[src/rtl/pci_dma_pkg.sv]
package pci_dma_pkg;
  typedef enum logic [2:0] {
    ST_IDLE,
    ST_REQ,
    ST_ADDR,
    ST_DATA,
    ST_TURN
  } dma_state_e;

  localparam logic [1:0] SEL_PCI_ADDR = 2'd0;
  localparam logic [1:0] SEL_LOC_ADDR = 2'd1;
  localparam logic [1:0] SEL_CTRL     = 2'd2;

  localparam int CTRL_START_BIT = 31;
  localparam int CTRL_DIR_BIT   = 30;

  localparam logic [3:0] CMD_MEM_RD = 4'b0110;
  localparam logic [3:0] CMD_MEM_WR = 4'b0111;
  localparam logic [3:0] CBE_ALL_ON = 4'b0000;
endpackage

[src/rtl/dma_regs.sv]
module dma_regs
  import pci_dma_pkg::*;
#(
  parameter int COUNT_W = 16,
  parameter int LADDR_W = 10
) (
  input  logic               clk_i,
  input  logic               rst_ni,
  input  logic               reg_we_i,
  input  logic [1:0]         reg_sel_i,
  input  logic [31:0]        reg_wdata_i,
  input  logic               xfer_i,
  output logic [31:0]        pci_addr_o,
  output logic [LADDR_W-1:0] loc_addr_o,
  output logic               dir_wr_o,
  output logic               start_o,
  output logic               last_o,
  output logic               done_o
);
  localparam logic [COUNT_W-1:0] CNT_ONE = COUNT_W'(1);

  logic [31:0]        pci_addr_q;
  logic [LADDR_W-1:0] loc_addr_q;
  logic [COUNT_W-1:0] cnt_q;
  logic               dir_q, start_q, done_q;
  logic [COUNT_W-1:0] wr_cnt;
  logic               unused_wdata;

  assign wr_cnt       = reg_wdata_i[COUNT_W-1:0];
  assign unused_wdata = ^reg_wdata_i[CTRL_DIR_BIT-1:COUNT_W];

  always_ff @(posedge clk_i or negedge rst_ni) begin
    if (!rst_ni) begin
      pci_addr_q <= '0;
      loc_addr_q <= '0;
      cnt_q      <= '0;
      dir_q      <= 1'b0;
      start_q    <= 1'b0;
      done_q     <= 1'b0;
    end else if (start_q) begin
      if (xfer_i) begin
        pci_addr_q <= pci_addr_q + 32'd4;
        loc_addr_q <= loc_addr_q + 1'b1;
        cnt_q      <= cnt_q - 1'b1;
        if (cnt_q == CNT_ONE) begin
          start_q <= 1'b0;
          done_q  <= 1'b1;
        end
      end
    end else if (reg_we_i) begin
      unique case (reg_sel_i)
        SEL_PCI_ADDR: pci_addr_q <= {reg_wdata_i[31:2], 2'b00};
        SEL_LOC_ADDR: loc_addr_q <= reg_wdata_i[LADDR_W-1:0];
        SEL_CTRL: if (wr_cnt != '0) begin
          cnt_q   <= wr_cnt;
          dir_q   <= reg_wdata_i[CTRL_DIR_BIT];
          start_q <= reg_wdata_i[CTRL_START_BIT];
          if (reg_wdata_i[CTRL_START_BIT]) done_q <= 1'b0;
        end
        default: ;
      endcase
    end
  end

  assign pci_addr_o = pci_addr_q;
  assign loc_addr_o = loc_addr_q;
  assign dir_wr_o   = dir_q;
  assign start_o    = start_q;
  assign last_o     = (cnt_q == CNT_ONE);
  assign done_o     = done_q;


  busy_write_ignored_chk: assert property (@(posedge clk_i) disable iff (!rst_ni)
    (start_q && reg_we_i && !xfer_i) |=> (loc_addr_q == $past(loc_addr_q) && dir_q == $past(dir_q)));

  count_live_chk: assert property (@(posedge clk_i) disable iff (!rst_ni)
    start_q |-> (cnt_q != '0));

  done_sticky_chk: assert property (@(posedge clk_i) disable iff (!rst_ni)
    $fell(done_q) |-> start_q);
endmodule

[src/rtl/dma_seq.sv]
module dma_seq
  import pci_dma_pkg::*;
(
  input  logic       clk_i,
  input  logic       rst_ni,
  input  logic       start_i,
  input  logic       last_i,
  input  logic       gnt_ni,
  input  logic       frame_ni,
  input  logic       irdy_ni,
  input  logic       trdy_ni,
  output dma_state_e state_o,
  output logic       xfer_o
);
  dma_state_e state_q, state_d;
  logic       bus_free;

  assign bus_free = !gnt_ni && frame_ni && irdy_ni;
  assign xfer_o   = (state_q == ST_DATA) && !trdy_ni;

  always_comb begin
    state_d = state_q;
    unique case (state_q)
      ST_IDLE: if (start_i) state_d = ST_REQ;
      ST_REQ:  if (bus_free) state_d = ST_ADDR;
      ST_ADDR: state_d = ST_DATA;
      ST_DATA: if (xfer_o && last_i) state_d = ST_TURN;
      ST_TURN: state_d = ST_IDLE;
      default: state_d = ST_IDLE;
    endcase
  end

  always_ff @(posedge clk_i or negedge rst_ni) begin
    if (!rst_ni) state_q <= ST_IDLE;
    else         state_q <= state_d;
  end

  assign state_o = state_q;


  turn_after_data_chk: assert property (@(posedge clk_i) disable iff (!rst_ni)
    (state_q == ST_TURN) |-> ($past(state_q) == ST_DATA));

  data_needs_start_chk: assert property (@(posedge clk_i) disable iff (!rst_ni)
    (state_q == ST_DATA) |-> start_i);
endmodule

[src/rtl/dma_pins.sv]
module dma_pins
  import pci_dma_pkg::*;
(
  input  dma_state_e  state_i,
  input  logic        dir_wr_i,
  input  logic        last_i,
  input  logic [31:0] pci_addr_i,
  input  logic [31:0] lm_rdata_i,
  output logic        req_no,
  output logic        frame_no,
  output logic        frame_oe_o,
  output logic        irdy_no,
  output logic        irdy_oe_o,
  output logic [31:0] ad_o,
  output logic        ad_oe_o,
  output logic [3:0]  cbe_o,
  output logic        cbe_oe_o
);
  always_comb begin
    req_no     = 1'b1;
    frame_no   = 1'b1;
    frame_oe_o = 1'b0;
    irdy_no    = 1'b1;
    irdy_oe_o  = 1'b0;
    ad_o       = '0;
    ad_oe_o    = 1'b0;
    cbe_o      = CBE_ALL_ON;
    cbe_oe_o   = 1'b0;
    unique case (state_i)
      ST_REQ: req_no = 1'b0;
      ST_ADDR: begin
        req_no     = 1'b0;
        frame_no   = 1'b0;
        frame_oe_o = 1'b1;
        irdy_oe_o  = 1'b1;
        ad_o       = pci_addr_i;
        ad_oe_o    = 1'b1;
        cbe_o      = dir_wr_i ? CMD_MEM_WR : CMD_MEM_RD;
        cbe_oe_o   = 1'b1;
      end
      ST_DATA: begin
        req_no     = 1'b0;
        frame_no   = last_i;
        frame_oe_o = 1'b1;
        irdy_no    = 1'b0;
        irdy_oe_o  = 1'b1;
        ad_o       = dir_wr_i ? lm_rdata_i : '0;
        ad_oe_o    = dir_wr_i;
        cbe_oe_o   = 1'b1;
      end
      ST_TURN: begin
        frame_oe_o = 1'b1;
        irdy_oe_o  = 1'b1;
      end
      default: ;
    endcase
  end
endmodule

[src/rtl/pci_dma_master.sv]
module pci_dma_master
  import pci_dma_pkg::*;
#(
  parameter int COUNT_W = 16,
  parameter int LADDR_W = 10
) (
  input  logic               clk_i,
  input  logic               rst_ni,
  input  logic               reg_we_i,
  input  logic [1:0]         reg_sel_i,
  input  logic [31:0]        reg_wdata_i,
  output logic               done_o,
  output logic               req_no,
  input  logic               gnt_ni,
  input  logic               frame_ni,
  input  logic               irdy_ni,
  input  logic               trdy_ni,
  output logic               frame_no,
  output logic               frame_oe_o,
  output logic               irdy_no,
  output logic               irdy_oe_o,
  input  logic [31:0]        ad_i,
  output logic [31:0]        ad_o,
  output logic               ad_oe_o,
  output logic [3:0]         cbe_o,
  output logic               cbe_oe_o,
  output logic [LADDR_W-1:0] lm_addr_o,
  output logic               lm_we_o,
  output logic [31:0]        lm_wdata_o,
  input  logic [31:0]        lm_rdata_i
);
  dma_state_e         state;
  logic [31:0]        pci_addr;
  logic [LADDR_W-1:0] loc_addr;
  logic               dir_wr, start, last, xfer;

  dma_regs #(.COUNT_W(COUNT_W), .LADDR_W(LADDR_W)) i_regs (
    .clk_i, .rst_ni, .reg_we_i, .reg_sel_i, .reg_wdata_i,
    .xfer_i(xfer), .pci_addr_o(pci_addr), .loc_addr_o(loc_addr),
    .dir_wr_o(dir_wr), .start_o(start), .last_o(last), .done_o
  );

  dma_seq i_seq (
    .clk_i, .rst_ni, .start_i(start), .last_i(last), .gnt_ni, .frame_ni,
    .irdy_ni, .trdy_ni, .state_o(state), .xfer_o(xfer)
  );

  dma_pins i_pins (
    .state_i(state), .dir_wr_i(dir_wr), .last_i(last), .pci_addr_i(pci_addr),
    .lm_rdata_i, .req_no, .frame_no, .frame_oe_o, .irdy_no, .irdy_oe_o,
    .ad_o, .ad_oe_o, .cbe_o, .cbe_oe_o
  );

  assign lm_addr_o  = loc_addr;
  assign lm_we_o    = xfer && !dir_wr;
  assign lm_wdata_o = ad_i;


  addr_phase_grant_chk: assert property (@(posedge clk_i) disable iff (!rst_ni)
    $fell(frame_no) |-> $past(!gnt_ni && frame_ni && irdy_ni));

  addr_cmd_chk: assert property (@(posedge clk_i) disable iff (!rst_ni)
    (frame_oe_o && !frame_no && irdy_no) |-> (cbe_o == CMD_MEM_RD || cbe_o == CMD_MEM_WR));

  last_phase_chk: assert property (@(posedge clk_i) disable iff (!rst_ni)
    (!irdy_no && frame_no && !trdy_ni) |=> irdy_no);

  done_after_last_chk: assert property (@(posedge clk_i) disable iff (!rst_ni)
    $rose(done_o) |-> $past(!irdy_no && frame_no && !trdy_ni));

  lm_write_dir_chk: assert property (@(posedge clk_i) disable iff (!rst_ni)
    lm_we_o |-> (!ad_oe_o && !irdy_no));
endmodule

[config.mk]
export PLATFORM = sky130hd
export DESIGN_NAME = pci_dma_master
export DESIGN_NICKNAME = d
export VERILOG_FILES = /design/src/rtl/pci_dma_pkg.sv /design/src/rtl/dma_regs.sv /design/src/rtl/dma_seq.sv /design/src/rtl/dma_pins.sv /design/src/rtl/pci_dma_master.sv
export SDC_FILE = /design/constraint.sdc
export NUM_CORES = 1
export LEC_CHECK = 0
export BUFFER_PORTS_ARGS = -buffer_cell sky130_fd_sc_hd__buf_2
export CORE_MARGIN = 3
export CORE_UTILIZATION = 25
export DETAILED_ROUTE_END_ITERATION = 8
export GPL_TIMING_DRIVEN = 1
export PLACE_DENSITY = 0.52
export SYNTH_ARGS = -nofsm -noshare
export SYNTH_HDL_FRONTEND = slang
export SYNTH_HIERARCHICAL = 1
export SYNTH_SLANG_ARGS = --single-unit
[constraint.sdc]
create_clock -name clk_i -period 3.9 [get_ports clk_i]
set_input_delay 0.195 -clock clk_i [delete_from_list [all_inputs] [get_ports clk_i]]
set_output_delay 0.195 -clock clk_i [all_outputs]
set_load 0.005 [all_outputs]
# After elaboration in Yosys (flattened, before gate mapping)

Index checks and enable logic that the tools add are counted.

Register bits: 64
Input bits: 105
Output and inout bits: 87
Word-level logic and storage cells: 89

Add/subtract/negate cells: 3
Equal/unequal tests: 12
Muxes and demuxes: 40
Bitwise operators: 1
Reductions and logical operators: 26

Operators with widths:

| operator                | number |
|---|---|
| $mux W32                | 5 |
| $mux W16                | 5 |
| $pmux W32 S2            | 1 |
| $mux W10                | 4 |
| $add A32 B3 Y32 const B | 1 |
| $mux W1                 | 18 |
| $eq A16 B1 Y1 const B   | 1 |
| $reduce_bool A16 Y1     | 1 |
| $sub A16 B1 Y16 const B | 1 |
| $pmux W3 S4             | 1 |
| $reduce_bool A2 Y1      | 6 |
| $add A10 B1 Y10 const B | 1 |
| $mux W3                 | 3 |
| $reduce_and A3 Y1       | 3 |
| $reduce_and A4 Y1       | 2 |
| $eq A3 B2 Y1 const B    | 2 |
| $ne A2 B2 Y1 const B    | 3 |
| $reduce_and A6 Y1       | 1 |
| $reduce_or A3 Y1        | 2 |
| $logic_and A1 B1 Y1     | 5 |
| $mux W4                 | 1 |
| $ne A2 B1 Y1 const B    | 2 |
| $pmux W1 S2             | 2 |
| $eq A3 B1 Y1 const B    | 1 |
| other kinds (8)         | 10 |

# Depth between registers and ports, before layout

Gate-level depths: netlist of run 1.

Word-level depth: 5
Gate-level depth with buffers: 9
Mapped depth without buffers: 7

# By module

Netlist of run 1, hierarchy kept.

By module, submodules not included:

| module         | times used | cells an instance | area each (µm²) | sequential area each (µm²) |
|---|---|---|---|---|
| dma_regs       | 1          | 459               | 3,793.6         | 1,476.4 |
| dma_pins       | 1          | 128               | 914.6           | 0.0 |
| pci_dma_master | 1          | 33                | 254.0           | 0.0 |
| dma_seq        | 1          | 14                | 143.9           | 75.1 |

# Least setup slack after synthesis of run 1

Ideal clock, no wire load.

Path kind: register to register
Start: reg i_seq.state_q[1], in the netlist i_seq/state_o[1]
End: reg i_regs.pci_addr_q[24], in the netlist i_regs/pci_addr_o[24]
Setup time: 0.119 ns
Data arrival time: 1.988 ns
Data required time: 3.781 ns
Setup slack: 1.793 ns
Cell stages (with the launch flop): 9
Buffers on the path: 3
Clock period less this slack: 2.107 ns
Path through: dfrtp_1 > and4bb_2 > clkbuf_1 > and2_1 > clkbuf_1 > nor2_1 > clkbuf_1 > a21oi_1 > o21a_1

Word-level cells in the longest chain between the ends: 4

Ends and longest elaborated chain:

| element                     | line                 | text |
|---|---|---|
| from (decl)                 | dma_seq.sv:15        | `dma_state_e state_q, state_d;` |
| from (signal assigned)      | dma_seq.sv:35        | `else state_q <= state_d;` |
| $eq A3 B2 Y1                | dma_seq.sv:19        | `assign xfer_o = (state_q == ST_DATA) && !trdy_ni;` |
| $logic_and A1 B1 Y1         | dma_seq.sv:19        |  |
| net xfer                    | pci_dma_master.sv:35 | `logic dir_wr, start, last, xfer;` |
| $ne A2 B1 Y1 (no line)      | -                    |  |
| $reduce_and A3 Y1 (no line) | -                    |  |
| to (signal assigned)        | dma_regs.sv:42       | `pci_addr_q <= pci_addr_q + 32'd4;` |
| to (signal assigned)        | dma_regs.sv:52       | `SEL_PCI_ADDR: pci_addr_q <= {reg_wdata_i[31:2], 2'b00};` |
| to (decl)                   | dma_regs.sv:22       | `logic [31:0] pci_addr_q;` |

The timed path passes the listed nets, and every way through them passes these cells.
A chain may end at the register's enable or synchronous reset.

# Final worst setup path of run 1

Start: reg i_regs.cnt_q[10]
End: out frame_no

Word-level cells in the longest chain between the ends: 2

Ends and longest elaborated chain:

| element                | line                 | text |
|---|---|---|
| from (decl)            | dma_regs.sv:24       | `logic [COUNT_W-1:0] cnt_q;` |
| from (signal assigned) | dma_regs.sv:44       | `cnt_q <= cnt_q - 1'b1;` |
| from (signal assigned) | dma_regs.sv:55       | `cnt_q <= wr_cnt;` |
| $eq A16 B1 Y1          | dma_regs.sv:69       | `assign last_o = (cnt_q == CNT_ONE);` |
| net last               | pci_dma_master.sv:35 |  |
| $pmux W1 S2            | dma_pins.sv:29       | `unique case (state_i)` |
| to (decl)              | pci_dma_master.sv:18 | `output logic frame_no,` |

The timed path passes the listed nets, and every way through them passes these cells.

==> results of run 1 <==
[registers in the layout, indices dropped and copies added, names as in the netlist]
signal	count
i_regs/dir_wr_o	1
i_regs/pci_addr_o	30
i_regs/loc_addr_o	10
i_regs/start_o	1
i_seq/state_o	3
i_regs/cnt_q	16
i_regs/done_o	1
[logic make-up after synthesis]
family	Yosys count	share of synthesized area, %
AO/OA/AOI/OAI	161	21.4
AND/OR/NAND/NOR	290	30.5
flip-flops	62	30.4
other	2	0.147
adder cells (fa/ha/maj)	4	0.980
buffers and inverters	92	12.0
multiplexers	22	4.39
XOR/XNOR	1	0.172
[how the worst max path moves through the flow]
stage / slack, ps / to
2_1_floorplan: 1790 / i_regs/pci_addr_o[24]
3_3_place_gp: 1380 / i_regs/pci_addr_o[18]
3_5_place_dp: 1390 / i_regs/pci_addr_o[18]
4_1_cts: 1170 / frame_no
5_1_grt: 1010 / frame_no
6_report: 1210 / frame_no
[power breakdown]
group          total (W)  internal, W  switching, W
logic            0.00139     0.000611      0.000781
registers        0.00137     0.000905      0.000463
clock network   0.000787     0.000493      0.000294
[timing repair]
| item | 4_1_cts | 5_1_grt |
|---|---|---|
| endpoints found under the hold margin | 30 | 0 |
| setup buffers | 0 | 0 |
| hold buffers | 1 | 0 |
[Yosys cell counts (8+ instances only)]
cell type  count
and3_1         8
nor3_1        11
nand4_1       19
or3_1          9
dfrtp_1       62
nor2_1        43
a21oi_2       29
nand3_1       61
o22ai_1       15
inv_1         10
buf_4         43
mux2i_1       19
nand2b_1      37
nor4_1         9
a21oi_1       48
nand2_1       58
o21ai_0       19
clkbuf_1      26
[cells in the final DEF, fill, tap and decap left out, types with 9 or more instances in the layout]
master and instances:
a21oi_1 48, a21oi_2 29, buf_2 126, clkbuf_16 9, dfrtp_1 60, inv_1 10, mux2i_1 19, nand2_1 58
nand2b_1 37, nand3_1 61, nand4_1 19, nor2_1 43, nor3_1 10, nor4_1 9, o21ai_0 19, o22ai_1 15
or3_1 9
[metrics by stage]
step / hold WS (ps) / setup WS, ps / instances
final: 84.8 / 1210 / 970
after global routing: 108 / 1010 / 970
after CTS: 80.6 / 1170 / 970
after detailed placement: 318 / 1390 / 953
after global placement: 327 / 1380 / 953
after floorplan: -101 / 1790 / 635
[worst register-to-register path, stage by stage, from the launching register on]
cell      delay, ps
dfrtp_2         580
or4b_2          940
nand2_1         530
o21ai_0         180
nand2_1         100
o211ai_1         80
[layout make-up]
| class | count | area share, % |
|---|---|---|
| multi-input cells | 481 | 50.4 |
| clock buffers | 12 | 4.03 |
| clock inverters | 4 | 0.810 |
| well taps | 265 | 5.65 |
| flip-flops and latches | 62 | 26.5 |
| inverters | 11 | 0.704 |
| repair buffers | 135 | 11.9 |
[metal layers]
metal	track usage (%)	wire length [µm]	vias to the layer above
met3	3.68	1350	19
met2	21.9	7270	206
met5	0	0	-
met1	21.8	7980	2351
met4	3.66	318	0
li1	-	-	2414
==> results_dict.tcl, run 1 <==
set metrics [dict create \
    detail-route-antenna-nets 0 \
    root_buffer "clkbuf_16" \
    syn2layout_area_growth_pct 14.9 \
    final_area_um2 5870 \
    startpoint "i_regs/cnt_q[10]" \
    seq_area_frac_synth_pct 30.4 \
    synth_top_area_share_pct 30.4 \
    crit_family "simple AND/OR/NAND/NOR gates" \
    cap_viol_max_count 0 \
    async_flop_share_pct 100 \
    seqCellArea_um2 1550 \
    slew_violations 0 \
    min_to "i_regs/pci_addr_o[20]" \
    power_w 0.00355 \
    netlist_area_um2 5110 \
    core_area_um2 19800 \
    path_clk_slew_ps 50 \
    relSlewSlack_pct 20.2 \
    cp_num_buf_inv 1 \
    min_path_type "in2reg" \
    min_from "reg_wdata_i[20]" \
    fillers 2168 \
    avgViaCountPerCell 5.14 \
    yosys.area.top_type "dfrtp_1" \
    setup_viol 0 \
    dp_hpwl_um 12400 \
    cp.required_ps 3700 \
    ys_ff_latch 62 \
    die_w_um 149 \
    gr-total-overflow 0 \
    dr.pass1.iters 5 \
    tightest_slew_ps 1200 \
    rows 51 \
    crit_path_top_delay_cell "nor4_2" \
    clkSinkCount 62 \
    gp_congestion 0.816 \
    cts_tree "done" \
    drt-initial-drc-count 426 \
    diodes 0 \
    synthFlopType "dfrtp_1" \
    ios 192 \
    drt_wl_total_um 16900 \
    drive_gt1_share_pct 28.1 \
    synthTopCellsByArea "dfrtp_1 (30%), buf_4 (6.3%), nand3_1 (6.0%), a21oi_2 (5.0%), a21oi_1 (4.7%)" \
    max_freq_ghz 0.372 \
    hold_viol_final 0 \
    crit_fanout 6 \
    num_vias 4990 \
    drc 0 \
    grt_max_degree 75 \
    clk_latency_ps 330 \
    status "completed" \
    holdPathStages 3 \
    p_leak_nw 2.47 \
    rsz0062_at_grt "no" \
    reg2reg_to "i_regs/pci_addr_o[18]" \
    power.density_nw_per_um2 605 \
    track_usage_pct 14.9 \
    ys.warnings.count 6 \
    worst_setup_path_start_kind "flop" \
    r2r-start "i_regs/start_o" \
    antenna_found_initial 0 \
    grt_pass1_vias 4578 \
    cts_made_buffers 9 \
    fin_setup_tns_ps 0 \
    yosysUniqueCellTypes 71 \
    postSynthAreaPerCell_um2 8.05 \
    period_minus_slack_ps 2690 \
    multiInputGateArea_um2 2960 \
    synth_edf_count 0 \
    post_dp_cell_area_um2 5570 \
    die_height_um 149 \
    port_buffers 126 \
    cp.arrival_ps 2490 \
    worstSetupPathDepth 6 \
    cts_resized 0 \
    clock_path_buffers 2 \
    r2r_cells 5 \
    synthCells 634 \
    utilization_pct 29.7 \
    endpoint_kind "output port" \
    fin_crit_sh_pct 69.0 \
    htreeDepth 3 \
    dieArea_um2 22200 \
    final_nets 809 \
    avgRoutedWirePerCell_um 17.4 \
    crit_type "reg2out" \
    skew_ps 4.41 \
    r2r_slack_ps 1350 \
    start_util_pct 25.8 \
    critPathMaxStageDelay_ps 620 \
    peakVddDrop_mv 0.230 \
    grt_pass1_wl_um 26300 \
    crit_path_cell_trace "or3_1, or3_1, nor4_2, nand2_1, nand2_1, buf_2" \
]
Power figures use the tool's default switching activity.
==> inputs of run 2 (changes only) <==
PLACE_DENSITY = 0.54   (was 0.52)
clock period = 2.4 ns   (was 3.9 ns; I/O delays follow)
==> results_dict.tcl, run 2 (synthesis results as in run 1) <==
set metrics [dict create \
    period_minus_slack_ps 2260 \
    gr-total-overflow 0 \
    drc 0 \
    cp.required_ps 2280 \
    htreeDepth 3 \
    fin_crit_sh_pct 94.1 \
    grt_max_degree 75 \
    grt_pass1_wl_um 26000 \
    path_clk_slew_ps 60 \
    dp.cells 972 \
    clock_path_buffers 2 \
    fillers 2161 \
    slew_violations 0 \
    status "completed" \
    dieArea_um2 22200 \
    port_buffers 126 \
    gp_congestion 0.838 \
    max_freq_ghz 0.443 \
    power_w 0.00592 \
    tightest_slew_ps 642 \
    power.density_nw_per_um2 971 \
    endpoint_kind "output port" \
    track_usage_pct 14.6 \
    cap_viol_max_count 0 \
    dp_worst_setup_slack_ps 265 \
    worst_slack_ps 141 \
    ios 192 \
    avgRoutedWirePerCell_um 16.9 \
    cp.arrival_ps 2140 \
    cts_made_buffers 9 \
    crit_fanout 6 \
    hold_viol_final 0 \
    die_w_um 149 \
    post_dp_cell_area_um2 5720 \
    dr.pass1.iters 5 \
    fin_setup_tns_ps 0 \
    fin_cells 995 \
    p_leak_nw 2.61 \
    min_path_type "in2reg" \
    seqCellArea_um2 1560 \
    detail-route-antenna-nets 0 \
    drt-initial-drc-count 340 \
    num_vias 5089 \
    crit_type "reg2out" \
    syn2layout_area_growth_pct 19.3 \
    core_area_um2 19800 \
    multiInputGateArea_um2 2970 \
    clk_latency_ps 340 \
    largest_register_ff_count 30 \
    grt_pass1_vias 4549 \
    skew_ps 7.43 \
    avgViaCountPerCell 5.11 \
    final_area_um2 6090 \
    drt_wl_total_um 16800 \
    mostFrequentLayoutCell "buf_2" \
    cts_tree "done" \
    rows 51 \
    root_buffer "clkbuf_16" \
    diodes 0 \
    drive_gt1_share_pct 31.4 \
    final_nets 834 \
    peakVddDrop_mv 0.416 \
    layout_common_cells "buf_2 (126), nand3_1 (61), nand2_1 (58)" \
    start_util_pct 25.8 \
    clkSinkCount 62 \
    dp_hpwl_um 12200 \
    worst_setup_path_start_kind "flop" \
    antenna_found_initial 0 \
    die_height_um 149 \
    relSlewSlack_pct 57.2 \
    rsz0062_at_grt "no" \
    setup_viol 0 \
]
[run 2: cell count changes in the layout (fill, tap and decap cells not counted), sizes merged]
cell,delta
buf,+25
clkbuf,-2
clkinvlp,+2
[run 2: area by class of cell]
cell class                      instances  share of cell area, %
Clock buffer                           10                   3.76
Clock inverter                          6                   1.03
Inverter                               11                  0.678
Multi-Input combinational cell        481                   48.7
Sequential cell                        62                   25.6
Tap cell                              265                   5.44
Timing Repair Buffer                  160                   14.8
[run 2: worst paths after layout]
kind | from | slack (ps) | endpoint | depth (start not counted)
setup / recovery | i_regs/cnt_q[9] | 140 | frame_no | 7
hold / removal | reg_wdata_i[23] | 8 | i_regs/pci_addr_o[23] | 3
setup reg to reg | i_regs/cnt_q[5] | 240 | i_regs/cnt_q[9] | 5
hold reg to reg | i_seq/state_o[2] | 520 | i_seq/state_o[1] | 1
max in group asynchronous | rst_ni | 1760 | i_seq/state_o[0] | 3
min in group asynchronous | rst_ni | 320 | i_regs/loc_addr_o[3] | 3
[run 2: per-stage QoR]
step / hold slack [ps] / util, %
2_1_floorplan: -176 / -
3_3_place_gp: 171 / 28.9
3_5_place_dp: 168 / 28.9
4_1_cts: 1.36 / 30.6
5_1_grt: 23.1 / 30.8
6_report: 7.63 / 30.8
[run 2: routing by layer]
layer | global-route usage [%] | wire (µm) | vias up
met5 | 0 | 0 | -
met4 | 3.62 | 259 | 0
met3 | 3.25 | 1440 | 22
met2 | 21.5 | 7150 | 206
met1 | 21.7 | 7940 | 2408
li1 | - | - | 2453
[run 2: repair_timing]
item / in CTS / in global routing
hold endpoints to repair: 62 / 0
buffers inserted: 2 / 4
hold buffers: 1 / 0
gates resized for setup: 3 / 3
pin swaps: 0 / 2
endpoints found under the setup margin: 1 / 1
gates cloned: 0 / 0
[run 2: worst max-delay path, cell delays in order (launching register included)]
cell and delay, ps:
dfrtp_2 430, or3_4 370, or3_4 400, nor4_4 150, buf_4 190, nand2_1 60, nand2_1 90, buf_2 110
[run 2: power by group]
group	internal [W]	switching (W)	leakage (nW)	total, W
clock	0.000800	0.000510	0.134	0.00131
combinational	0.00109	0.00139	1.75	0.00248
sequential	0.00147	0.000650	0.725	0.00212
